--- config.mk ---
export PLATFORM = sky130hd
export DESIGN_NAME = paged_pc_unit
export DESIGN_NICKNAME = d
export VERILOG_FILES = /design/src/rtl/pcu_pkg.sv /design/src/rtl/pcu_stack.sv /design/src/rtl/pcu_next.sv /design/src/rtl/paged_pc_unit.sv
export SDC_FILE = /design/constraint.sdc
export NUM_CORES = 1
export LEC_CHECK = 0
export BUFFER_PORTS_ARGS = -buffer_cell sky130_fd_sc_hd__buf_2
export CAP_MARGIN = 20
export CORE_ASPECT_RATIO = 1.1
export CORE_MARGIN = 5
export CORE_UTILIZATION = 46
export CTS_CLUSTER_DIAMETER = 200
export CTS_CLUSTER_SIZE = 28
export DETAILED_ROUTE_END_ITERATION = 12
export HOLD_SLACK_MARGIN = 0.05
export PLACE_DENSITY = 0.72
export REMOVE_ABC_BUFFERS = 1
export SYNTH_ARGS = -nofsm -noshare
export SYNTH_HDL_FRONTEND = slang
export SYNTH_SLANG_ARGS = --single-unit
--- constraint.sdc ---
create_clock -name clk -period 0.9 [get_ports clk]
set_clock_uncertainty 0.05 [all_clocks]
set_input_delay 0.09 -clock clk [delete_from_list [all_inputs] [get_ports clk]]
set_output_delay 0.09 -clock clk [all_outputs]
set_load 0.02 [all_outputs]
--- src/rtl/pcu_pkg.sv ---
package pcu_pkg;
  typedef enum logic [2:0] {
    OP_STEP = 3'd0,
    OP_JMP  = 3'd1,
    OP_CALL = 3'd2,
    OP_RET  = 3'd3,
    OP_LDA  = 3'd4,
    OP_ADDA = 3'd5,
    OP_TADD = 3'd6,
    OP_RSVD = 3'd7
  } pc_op_e;
endpackage

--- src/rtl/pcu_stack.sv ---
module pcu_stack #(
  parameter int DEPTH = 8,
  parameter int W     = 14
) (
  input  logic         clk,
  input  logic         rst_n,
  input  logic         push,
  input  logic         pop,
  input  logic [W-1:0] din,
  output logic [W-1:0] top
);
  localparam int PW = (DEPTH > 1) ? $clog2(DEPTH) : 1;
  localparam logic [PW-1:0] LAST = PW'(DEPTH - 1);

  logic [PW-1:0] sp_q, sp_d, sp_prev;
  logic [W-1:0]  slot [DEPTH];

  // sp_q always points at the next free slot
  always_comb begin
    sp_prev = (sp_q == '0) ? LAST : sp_q - 1'b1;
    sp_d    = sp_q;
    if (push)     sp_d = (sp_q == LAST) ? '0 : sp_q + 1'b1;
    else if (pop) sp_d = sp_prev;
  end

  always_ff @(posedge clk or negedge rst_n) begin
    if (!rst_n) sp_q <= '0;
    else        sp_q <= sp_d;
  end

  for (genvar i = 0; i < DEPTH; i++) begin : g_slot
    always_ff @(posedge clk) begin
      if (push && sp_q == PW'(i)) slot[i] <= din;
    end
  end

  assign top = slot[sp_prev];

  assert_ptr_push_R9: assert property (@(posedge clk) disable iff (!rst_n)
    push |=> sp_q == (($past(sp_q) == LAST) ? '0 : $past(sp_q) + 1'b1));
  assert_ptr_pop_R9: assert property (@(posedge clk) disable iff (!rst_n)
    (pop && !push) |=> sp_q == (($past(sp_q) == '0) ? LAST : $past(sp_q) - 1'b1));
  assert_ptr_idle_R10: assert property (@(posedge clk) disable iff (!rst_n)
    (!pop && !push) |=> $stable(sp_q));
endmodule

--- src/rtl/pcu_next.sv ---
module pcu_next
  import pcu_pkg::*;
#(
  parameter int PCW  = 14,
  parameter int IMMW = 10,
  parameter int ACCW = 8,
  parameter int PGW  = 4
) (
  input  logic [2:0]      op,
  input  logic [PCW-1:0]  pc_q,
  input  logic [IMMW-1:0] imm,
  input  logic [ACCW-1:0] acc,
  input  logic [PGW-1:0]  page,
  input  logic [PCW-1:0]  stack_top,
  output logic [PCW-1:0]  pc_d,
  output logic            push,
  output logic            pop
);
  localparam int MIDW = IMMW - ACCW;

  logic [PCW-1:0]  pc_inc;
  logic [ACCW-1:0] low_sum;
  pc_op_e          op_e;

  assign op_e    = pc_op_e'(op);
  assign pc_inc  = pc_q + 1'b1;
  assign low_sum = pc_q[ACCW-1:0] + acc;

  always_comb begin
    pc_d = pc_inc;
    push = 1'b0;
    pop  = 1'b0;
    unique case (op_e)
      OP_JMP:  pc_d = {page, imm};
      OP_CALL: begin
        pc_d = {page, imm};
        push = 1'b1;
      end
      OP_RET: begin
        pc_d = stack_top;
        pop  = 1'b1;
      end
      OP_LDA:  pc_d = {page, {MIDW{1'b0}}, acc};
      OP_ADDA: pc_d = {page, {MIDW{1'b0}}, low_sum};
      OP_TADD: pc_d = {page, pc_q[IMMW-1:ACCW], low_sum};
      OP_STEP, OP_RSVD: pc_d = pc_inc;
      default: pc_d = pc_inc;
    endcase
  end
endmodule

--- src/rtl/paged_pc_unit.sv ---
module paged_pc_unit
  import pcu_pkg::*;
#(
  parameter int PCW   = 14,
  parameter int IMMW  = 10,
  parameter int ACCW  = 8,
  parameter int PGW   = 4,
  parameter int DEPTH = 8
) (
  input  logic            clk,
  input  logic            rst_n,
  input  logic            cyc_en,
  input  logic [2:0]      op,
  input  logic [IMMW-1:0] imm,
  input  logic [ACCW-1:0] acc,
  input  logic [PGW-1:0]  page,
  output logic [PCW-1:0]  pc
);
  localparam int MIDW = IMMW - ACCW;

  logic [1:0]     rst_sync;
  logic           rst_q_n;
  logic [PCW-1:0] pc_q, pc_d, stack_top;
  logic           push_raw, pop_raw, push, pop;

  // asynchronous assertion, synchronous release
  always_ff @(posedge clk or negedge rst_n) begin
    if (!rst_n) rst_sync <= 2'b00;
    else        rst_sync <= {rst_sync[0], 1'b1};
  end
  assign rst_q_n = rst_sync[1];

  pcu_next #(.PCW(PCW), .IMMW(IMMW), .ACCW(ACCW), .PGW(PGW)) u_next (
    .op(op), .pc_q(pc_q), .imm(imm), .acc(acc), .page(page),
    .stack_top(stack_top), .pc_d(pc_d), .push(push_raw), .pop(pop_raw)
  );

  assign push = cyc_en & push_raw;
  assign pop  = cyc_en & pop_raw;

  pcu_stack #(.DEPTH(DEPTH), .W(PCW)) u_stack (
    .clk(clk), .rst_n(rst_q_n), .push(push), .pop(pop),
    .din(pc_q + 1'b1), .top(stack_top)
  );

  always_ff @(posedge clk or negedge rst_q_n) begin
    if (!rst_q_n)    pc_q <= '0;
    else if (cyc_en) pc_q <= pc_d;
  end

  assign pc = pc_q;

  assert_hold_R10: assert property (@(posedge clk) disable iff (!rst_q_n)
    !cyc_en |=> $stable(pc));
  assert_step_R2: assert property (@(posedge clk) disable iff (!rst_q_n)
    (cyc_en && (op == OP_STEP || op == OP_RSVD)) |=> pc == $past(pc) + 1'b1);
  assert_page_R8: assert property (@(posedge clk) disable iff (!rst_q_n)
    (cyc_en && op != OP_STEP && op != OP_RSVD && op != OP_RET)
      |=> pc[PCW-1:IMMW] == $past(page));
  assert_midclr_R5: assert property (@(posedge clk) disable iff (!rst_q_n)
    (cyc_en && (op == OP_LDA || op == OP_ADDA)) |=> pc[IMMW-1:ACCW] == '0);
  assert_midkeep_R7: assert property (@(posedge clk) disable iff (!rst_q_n)
    (cyc_en && op == OP_TADD) |=> pc[IMMW-1:ACCW] == $past(pc[IMMW-1:ACCW]));
  assert_lowsum_R6: assert property (@(posedge clk) disable iff (!rst_q_n)
    (cyc_en && (op == OP_ADDA || op == OP_TADD))
      |=> pc[ACCW-1:0] == ACCW'($past(pc[ACCW-1:0]) + $past(acc)));
  assert_jump_R3: assert property (@(posedge clk) disable iff (!rst_q_n)
    (cyc_en && (op == OP_JMP || op == OP_CALL)) |=> pc[IMMW-1:0] == $past(imm));
  assert_ret_R4: assert property (@(posedge clk) disable iff (!rst_q_n)
    (cyc_en && op == OP_RET) |=> pc == $past(stack_top));
endmodule

==> results of run 1 <==
[metal layers]
metal | vias up | part of all wire (%)
li1 | 2209 | -
met1 | 2850 | 35
met2 | 518 | 48
met3 | 187 | 10
met4 | 0 | 7.5
met5 | - | 0
[worst max-delay path by stage]
| stage | start | end | cells past startpoint |
|---|---|---|---|
| after floorplan | u_stack.sp_q[0]$_DFFE_PN0P_ | pc[4]$_DFFE_PN0P_ | 6 |
| after global placement | u_stack.sp_q[0]$_DFFE_PN0P_ | pc[12]$_DFFE_PN0P_ | 9 |
| after detailed placement | pc[0]$_DFFE_PN0P_ | pc[6]$_DFFE_PN0P_ | 9 |
| after CTS | u_stack.sp_q[1]$_DFFE_PN0P_ | pc[4]$_DFFE_PN0P_ | 7 |
| after global routing | u_stack.sp_q[1]$_DFFE_PN0P_ | pc[11]$_DFFE_PN0P_ | 11 |
| final | u_stack.sp_q[1]$_DFFE_PN0P_ | pc[12]$_DFFE_PN0P_ | 9 |
[worst register-to-register path: stages (launching register included)]
cell	delay (ns)
dfrtp_1	0.42
inv_2	0.15
ha_4	0.21
nand2b_4	0.10
nand2_8	0.12
mux4_2	0.53
mux2_4	0.30
o22ai_2	0.12
o22a_1	0.18
a21oi_2	0.06
[what timing repair did]
item / 4_1_cts / 5_1_grt
endpoints found under the hold margin: 15 / 1
setup buffers: 26 / 42
pin swaps: 37 / 44
gates cloned: 4 / 1
endpoints found under the setup margin: 255 / 255
gates resized for setup: 154 / 100
[Yosys cell counts, types with 2 or more instances]
| library cell | number | area, sq um |
|---|---|---|
| nand3_1 | 9 | 45.0 |
| o31ai_1 | 3 | 22.5 |
| a211oi_1 | 2 | 15.0 |
| xor2_1 | 10 | 87.6 |
| o221ai_1 | 3 | 26.3 |
| o211ai_1 | 5 | 37.5 |
| and2_1 | 6 | 37.5 |
| a222oi_1 | 2 | 20.0 |
| a221oi_1 | 8 | 70.1 |
| nor3_2 | 3 | 30.0 |
| mux2i_1 | 5 | 50.1 |
| o21ai_0 | 17 | 85.1 |
| a21oi_1 | 26 | 130 |
| a31oi_1 | 3 | 18.8 |
| xnor2_1 | 11 | 96.3 |
| dfrtp_1 | 19 | 475 |
| o22ai_1 | 14 | 87.6 |
| nand4_2 | 2 | 25.0 |
| clkbuf_1 | 9 | 33.8 |
| a211o_1 | 2 | 17.5 |
| inv_1 | 15 | 56.3 |
| nand2_1 | 23 | 86.3 |
| o21ai_1 | 2 | 10.0 |
| o21a_1 | 2 | 15.0 |
| mux4_2 | 23 | 518 |
| edfxtp_1 | 112 | 3360 |
| and3_1 | 3 | 18.8 |
| ha_1 | 15 | 188 |
| o221a_2 | 3 | 33.8 |
| a21oi_2 | 2 | 17.5 |
| a22oi_1 | 2 | 15.0 |
| o21bai_1 | 2 | 15.0 |
| mux2_2 | 4 | 45.0 |
| buf_4 | 2 | 15.0 |
| buf_2 | 10 | 50.1 |
| nor3_1 | 11 | 55.1 |
| nor2_1 | 34 | 128 |
[power breakdown]
| part | switching [mW] | total [mW] | internal (mW) |
|---|---|---|---|
| Clock | 2.91 | 6.73 | 3.82 |
| Combinational | 7.39 | 15.0 | 7.58 |
| Sequential | 0.284 | 7.60 | 7.32 |
| Total | 10.6 | 29.3 | 18.7 |
[state kept, by name (all words and copies together), names as in the netlist]
name,cells
u_stack.sp_q,3
u_stack.slot,112
pc,14
rst_sync,2
[cells by family after synthesis]
family / after synthesis / share of synthesized area, %
flops: 131 / 60.8
compound gates: 105 / 11.2
simple gates: 102 / 8.70
buf+inv: 38 / 2.71
mux: 33 / 10.1
xor+xnor: 22 / 3.17
fa+ha+maj: 16 / 3.29
other cells: 1 / 0.0594
[layout by cell type (no fill, tap or decap), types with 13 or more instances in the layout]
| master | count |
|---|---|
| a21oi_1 | 20 |
| buf_12 | 13 |
| buf_2 | 27 |
| buf_4 | 97 |
| buf_6 | 66 |
| clkbuf_16 | 18 |
| dfrtp_1 | 16 |
| dlygate4sd3_1 | 14 |
| edfxtp_1 | 112 |
| mux4_2 | 24 |
| nand2_1 | 18 |
| nor2_1 | 25 |
| o22ai_1 | 13 |
[area by class of cell]
type	count	area share, %
Sequential cell	131	38.8
Multi-Input combinational cell	279	29.8
Timing Repair Buffer	231	22.8
Clock buffer	17	4.29
Tap cell	188	2.37
Clock inverter	15	1.31
Inverter	15	0.631
Antenna cell	1	0.0252
[stage by stage]
step                      utilization, %  hold slack [ns]  instance area (sq um)  instances
after CTS                           68.2           0.0270                   9290        847
after detailed placement            56.0           -0.172                   7630        774
after global placement              56.0           -0.175                   7630        774
final                               72.8           0.0494                   9910        877
after global routing                72.7           0.0388                   9910        876
after floorplan                        -           -0.256                   6200        425
==> results_dict.tcl, run 1 <==
set metrics [dict create \
    crit_arrival_ns 2.61 \
    cp_num_buf_inv 1 \
    grt_first_pass_wirelength_mm 33.2 \
    period_share_pct 263 \
    critPathMaxFanout 4 \
    status "finished with violations" \
    io_pins 42 \
    dr.pass1.iters 6 \
    die_w_um 122 \
    die-area_sq_um 16200 \
    cts_tree "yes" \
    cts_sinks 131 \
    hpwl_mm 12.2 \
    root_buffer "clkbuf_16" \
    multi_input_area_sq_um 2950 \
    met3_usage_pct 6.67 \
    numPortBuffers 41 \
    area_growth_pct 57.0 \
    setup_tns_ns -210.87 \
    ys.warnings.count 0 \
    fillers 761 \
    worst-r2r-setup-slack_ns -1.47 \
    cts.path.max_buffers 2 \
    cp_slowest_cell "mux4_2" \
    grt_use_met1_pct 34.3 \
    use_met2_pct 47.0 \
    track_usage_pct 28.1 \
    gp_congestion 0.874 \
    seq_area_sq_um 3840 \
    maxCapViolCount 0 \
    ant_nets 0 \
    syn_area_per_cell_sq_um 14.1 \
    grt_setup_unrepaired "yes" \
    power.density_nw_per_um2 2960 \
    setup_ws_ns -1.47 \
    ir_worst_vdd_uv 1650 \
    via_per_inst 6.57 \
    core-area_sq_um 13600 \
    slew_headroom_pct 53.9 \
    drc 0 \
    setup_violations 255 \
    busiest_layer "met2" \
    vias 5764 \
    p_leak_nw 3.76 \
    min_from "imm[4]" \
    drt_iter0_drc 965 \
    worstHoldPathType "in -> reg" \
    synthDistinctLibCells 61 \
    nets 719 \
    final_hold_viol_count 0 \
    cp.required_ns 1.14 \
    yosys_register_bits 131 \
    initial_core_util_pct 46.3 \
    drt_wl_total_mm 25.7 \
    min_period_ns 2.37 \
    pre_cts_slack_ns -1.37 \
    start_kind "flip-flop" \
    slew_violations 0 \
    wl_per_cell_um 29.3 \
    yosysSeqAreaShare_pct 60.8 \
    worst_setup_path_end_kind "flip-flop" \
    rows 45 \
    holdBufCountCts 14 \
    reg2reg_from "u_stack.sp_q[1]$_DFFE_PN0P_" \
    power_mw 29.3 \
    overflow 0 \
    drive_above_1_share_pct 54.8 \
    syn_inst 448 \
    path_clk_slew_ns 0.07 \
    hold_depth 3 \
    worstPathCellList "inv_2 > ha_4 > nand2b_4 > nand2_8 > mux4_2 > mux2_4 > o22ai_2 > o22a_1 > a21oi_2" \
    violations "negative setup slack" \
    synth_edf_count 112 \
    ff2ff_path_depth 9 \
    grt_max_degree 24 \
    whs_endpoint "pc[4]$_DFFE_PN0P_" \
    path_class "reg -> reg" \
    fmax_mhz 422 \
    synth_area_sq_um 6310 \
    cts_buffers 17 \
    die_y_um 133 \
    first_global_vias 5426 \
    synth_ff_type "edfxtp_1" \
    worst_pin_slew_ns 0.690 \
    critPathMaxStageDelay_ns 0.53 \
    synthArstFlopShare_pct 14.5 \
    cp_top_family "multiplexers" \
    insertion_delay_ns 0.43 \
    r2r_end "pc[12]$_DFFE_PN0P_" \
    antenna_found_initial 0 \
    cts_max_level 4 \
]
(Power assumes the default switching activity.)
==> run 2, diff against run 1 <==
==> constraint.sdc (replaced) <==
create_clock -name clk -period 0.9 [get_ports clk]
set_clock_uncertainty 0.05 [all_clocks]
set_input_delay 0.18 -clock clk [delete_from_list [all_inputs] [get_ports clk]]
set_output_delay 0.18 -clock clk [all_outputs]
set_load 0.02 [all_outputs]
==> run 2 against run 1 <==
Against the previous run:
- the flow still finishes with violations (negative setup slack)
- cell count down 2.1%
- critical endpoint is now pc[4]$_DFFE_PN0P_
- count of clock-buffer cells in the layout unchanged
- hold slack better by 0.017 ns
- sequential share of layout area is 1.1 points higher
- critical path depth decreased by 2
- global-route usage is 1.8 points lower
- utilization down 2.1 points
- first-iteration DRC count shrank 34%
==> results_dict.tcl, run 2 (synthesized netlist as in run 1, its figures left out) <==
set metrics [dict create \
    status "finished with violations" \
    violations "negative setup slack" \
    core-area_sq_um 13600 \
    diodes 0 \
    ir_worst_vdd_uv 2160 \
    regMostFlops "u_stack.slot" \
    layout_common_cells "112 x edfxtp_1, 94 x buf_4, 48 x buf_6, 39 x buf_2, 25 x nor2_1" \
    cts_tree "yes" \
    path_clk_slew_ns 0.06 \
    p_leak_nw 3.62 \
    overflow 0 \
    path_class "reg -> reg" \
    track_usage_pct 26.3 \
    power.density_nw_per_um2 2900 \
    final_common_cell "edfxtp_1" \
    critPathMaxStageDelay_ns 0.49 \
    fillers 785 \
    instances_no_fill 859 \
    drt_iter0_drc 634 \
    timing.hold.ws_ns 0.0665 \
    cts_sinks 131 \
    grt_first_pass_wirelength_mm 31.3 \
    pre_cts_slack_ns -1.43 \
    worst_setup_path_end_kind "flip-flop" \
    cp.required_ns 1.15 \
    maxCapViolCount 0 \
    period_share_pct 264 \
    via_per_inst 6.14 \
    slew_violations 0 \
    first_global_vias 5367 \
    crit_arrival_ns 2.63 \
    wl_per_cell_um 25.6 \
    cts_buffers 17 \
    power_mw 27.9 \
    setup_violations 255 \
    ant_nets 0 \
    antenna_found_initial 0 \
    io_pins 42 \
    die_w_um 122 \
    worstHoldPathType "in -> reg" \
    grt_setup_unrepaired "yes" \
    dr.pass1.iters 7 \
    gp_congestion 0.915 \
    vias 5278 \
    drt_wl_total_mm 22.0 \
    insertion_delay_ns 0.42 \
    die_y_um 133 \
    setup_tns_ns -215.50 \
    grt_max_degree 23 \
    setup_ws_ns -1.48 \
    rows 45 \
    start_kind "flip-flop" \
    final_hold_viol_count 0 \
    nets 702 \
    worstPathCellList "inv_2 > ha_4 > buf_12 > mux4_2 > mux2i_1 > o221ai_1 > o221a_2" \
    die-area_sq_um 16200 \
    critPathMaxFanout 8 \
    min_period_ns 2.38 \
    root_buffer "clkbuf_16" \
    drc 0 \
    cts.path.max_buffers 2 \
    initial_core_util_pct 46.3 \
    placedCellCount 779 \
    area_growth_pct 52.5 \
    cts_max_level 4 \
    numPortBuffers 41 \
    largest_reg_flops 112 \
    fmax_mhz 420 \
    cp_slowest_cell "mux4_2" \
    hpwl_mm 12.5 \
    drive_above_1_share_pct 53.1 \
]
[run 2: cell count changes in the layout (fill, tap and decap cells not counted), moves of 3 or more]
cell and delta:
buf_6 -18, buf_2 +12, buf_8 -4, dlygate4sd3_1 -4
buf_4 -3, clkinv_1 -3, clkinvlp_4 +3, dfrtp_1 +3
dfrtp_2 -3, nor2_2 -3, nor2_4 +3
[run 2: through the flow]
step | util [%] | area [sq um]
4_1_cts | 67.7 | 9220
2_1_floorplan | - | 6200
6_report | 70.7 | 9630
3_3_place_gp | 56.5 | 7700
3_5_place_dp | 56.5 | 7700
5_1_grt | 70.7 | 9630
[run 2: area by class of cell]
cell class | count | area (sq um) | area share [%]
repair buffers | 214 | 2000 | 20.7
inverters | 15 | 60.1 | 0.624
flip-flops and latches | 131 | 3840 | 39.9
multi-input cells | 279 | 2930 | 30.4
well taps | 188 | 235 | 2.44
clock buffers | 17 | 425 | 4.42
clock inverters | 15 | 148 | 1.53
[run 2: worst max-delay path, delay by kind of cell (launching register included)]
family                     cells  cell delay (ns)
AOI/OAI and AO/OA              2             0.44
adders and majority gates      1             0.38
buffers and inverters          2             0.30
DFF                            1             0.42
muxes                          2             0.66
[run 2: what timing repair did]
item                                   CTS  global route
endpoints found under the hold margin   11             0
setup endpoints to repair              255           255
buffers inserted                        32            19
pin swaps                               43            43
hold buffers                            10             0
resized for setup                      128            70
gates cloned                             2             2
[run 2: power by group]
part / total, mW / internal (mW) / leakage [nW] / switching, mW
Combinational: 13.6 / 6.94 / 2.14 / 6.68
Clock: 6.76 / 3.88 / 0.269 / 2.88
Sequential: 7.56 / 7.31 / 1.22 / 0.245
[run 2: per-layer routing]
metal | track usage, % | vias to the layer above | share of wire, % | wire length (um)
li1 | - | 2196 | - | -
met1 | 31.9 | 2628 | 37 | 8080
met2 | 44.7 | 364 | 51 | 11200
met3 | 5.04 | 90 | 7.6 | 1660
met4 | 12.8 | 0 | 4.8 | 1050
met5 | 0 | - | 0 | 0
[run 2: path summary, 6_finish.rpt]
path	startpoint	endpoint	slack (ns)	depth (start not counted)
worst max register to register	u_stack.sp_q[0]$_DFFE_PN0P_	pc[4]$_DFFE_PN0P_	-1.48	7
max in group asynchronous	rst_n	rst_sync[0]$_DFF_PN0_	0.10	3
worst min-delay path	imm[6]	pc[6]$_DFFE_PN0P_	0.07	3
worst min register to register	rst_sync[1]$_DFF_PN0_	pc[11]$_DFFE_PN0P_	0.16	1
min in group asynchronous	rst_sync[1]$_DFF_PN0_	pc[11]$_DFFE_PN0P_	0.16	1
worst max-delay path	u_stack.sp_q[0]$_DFFE_PN0P_	pc[4]$_DFFE_PN0P_	-1.48	7
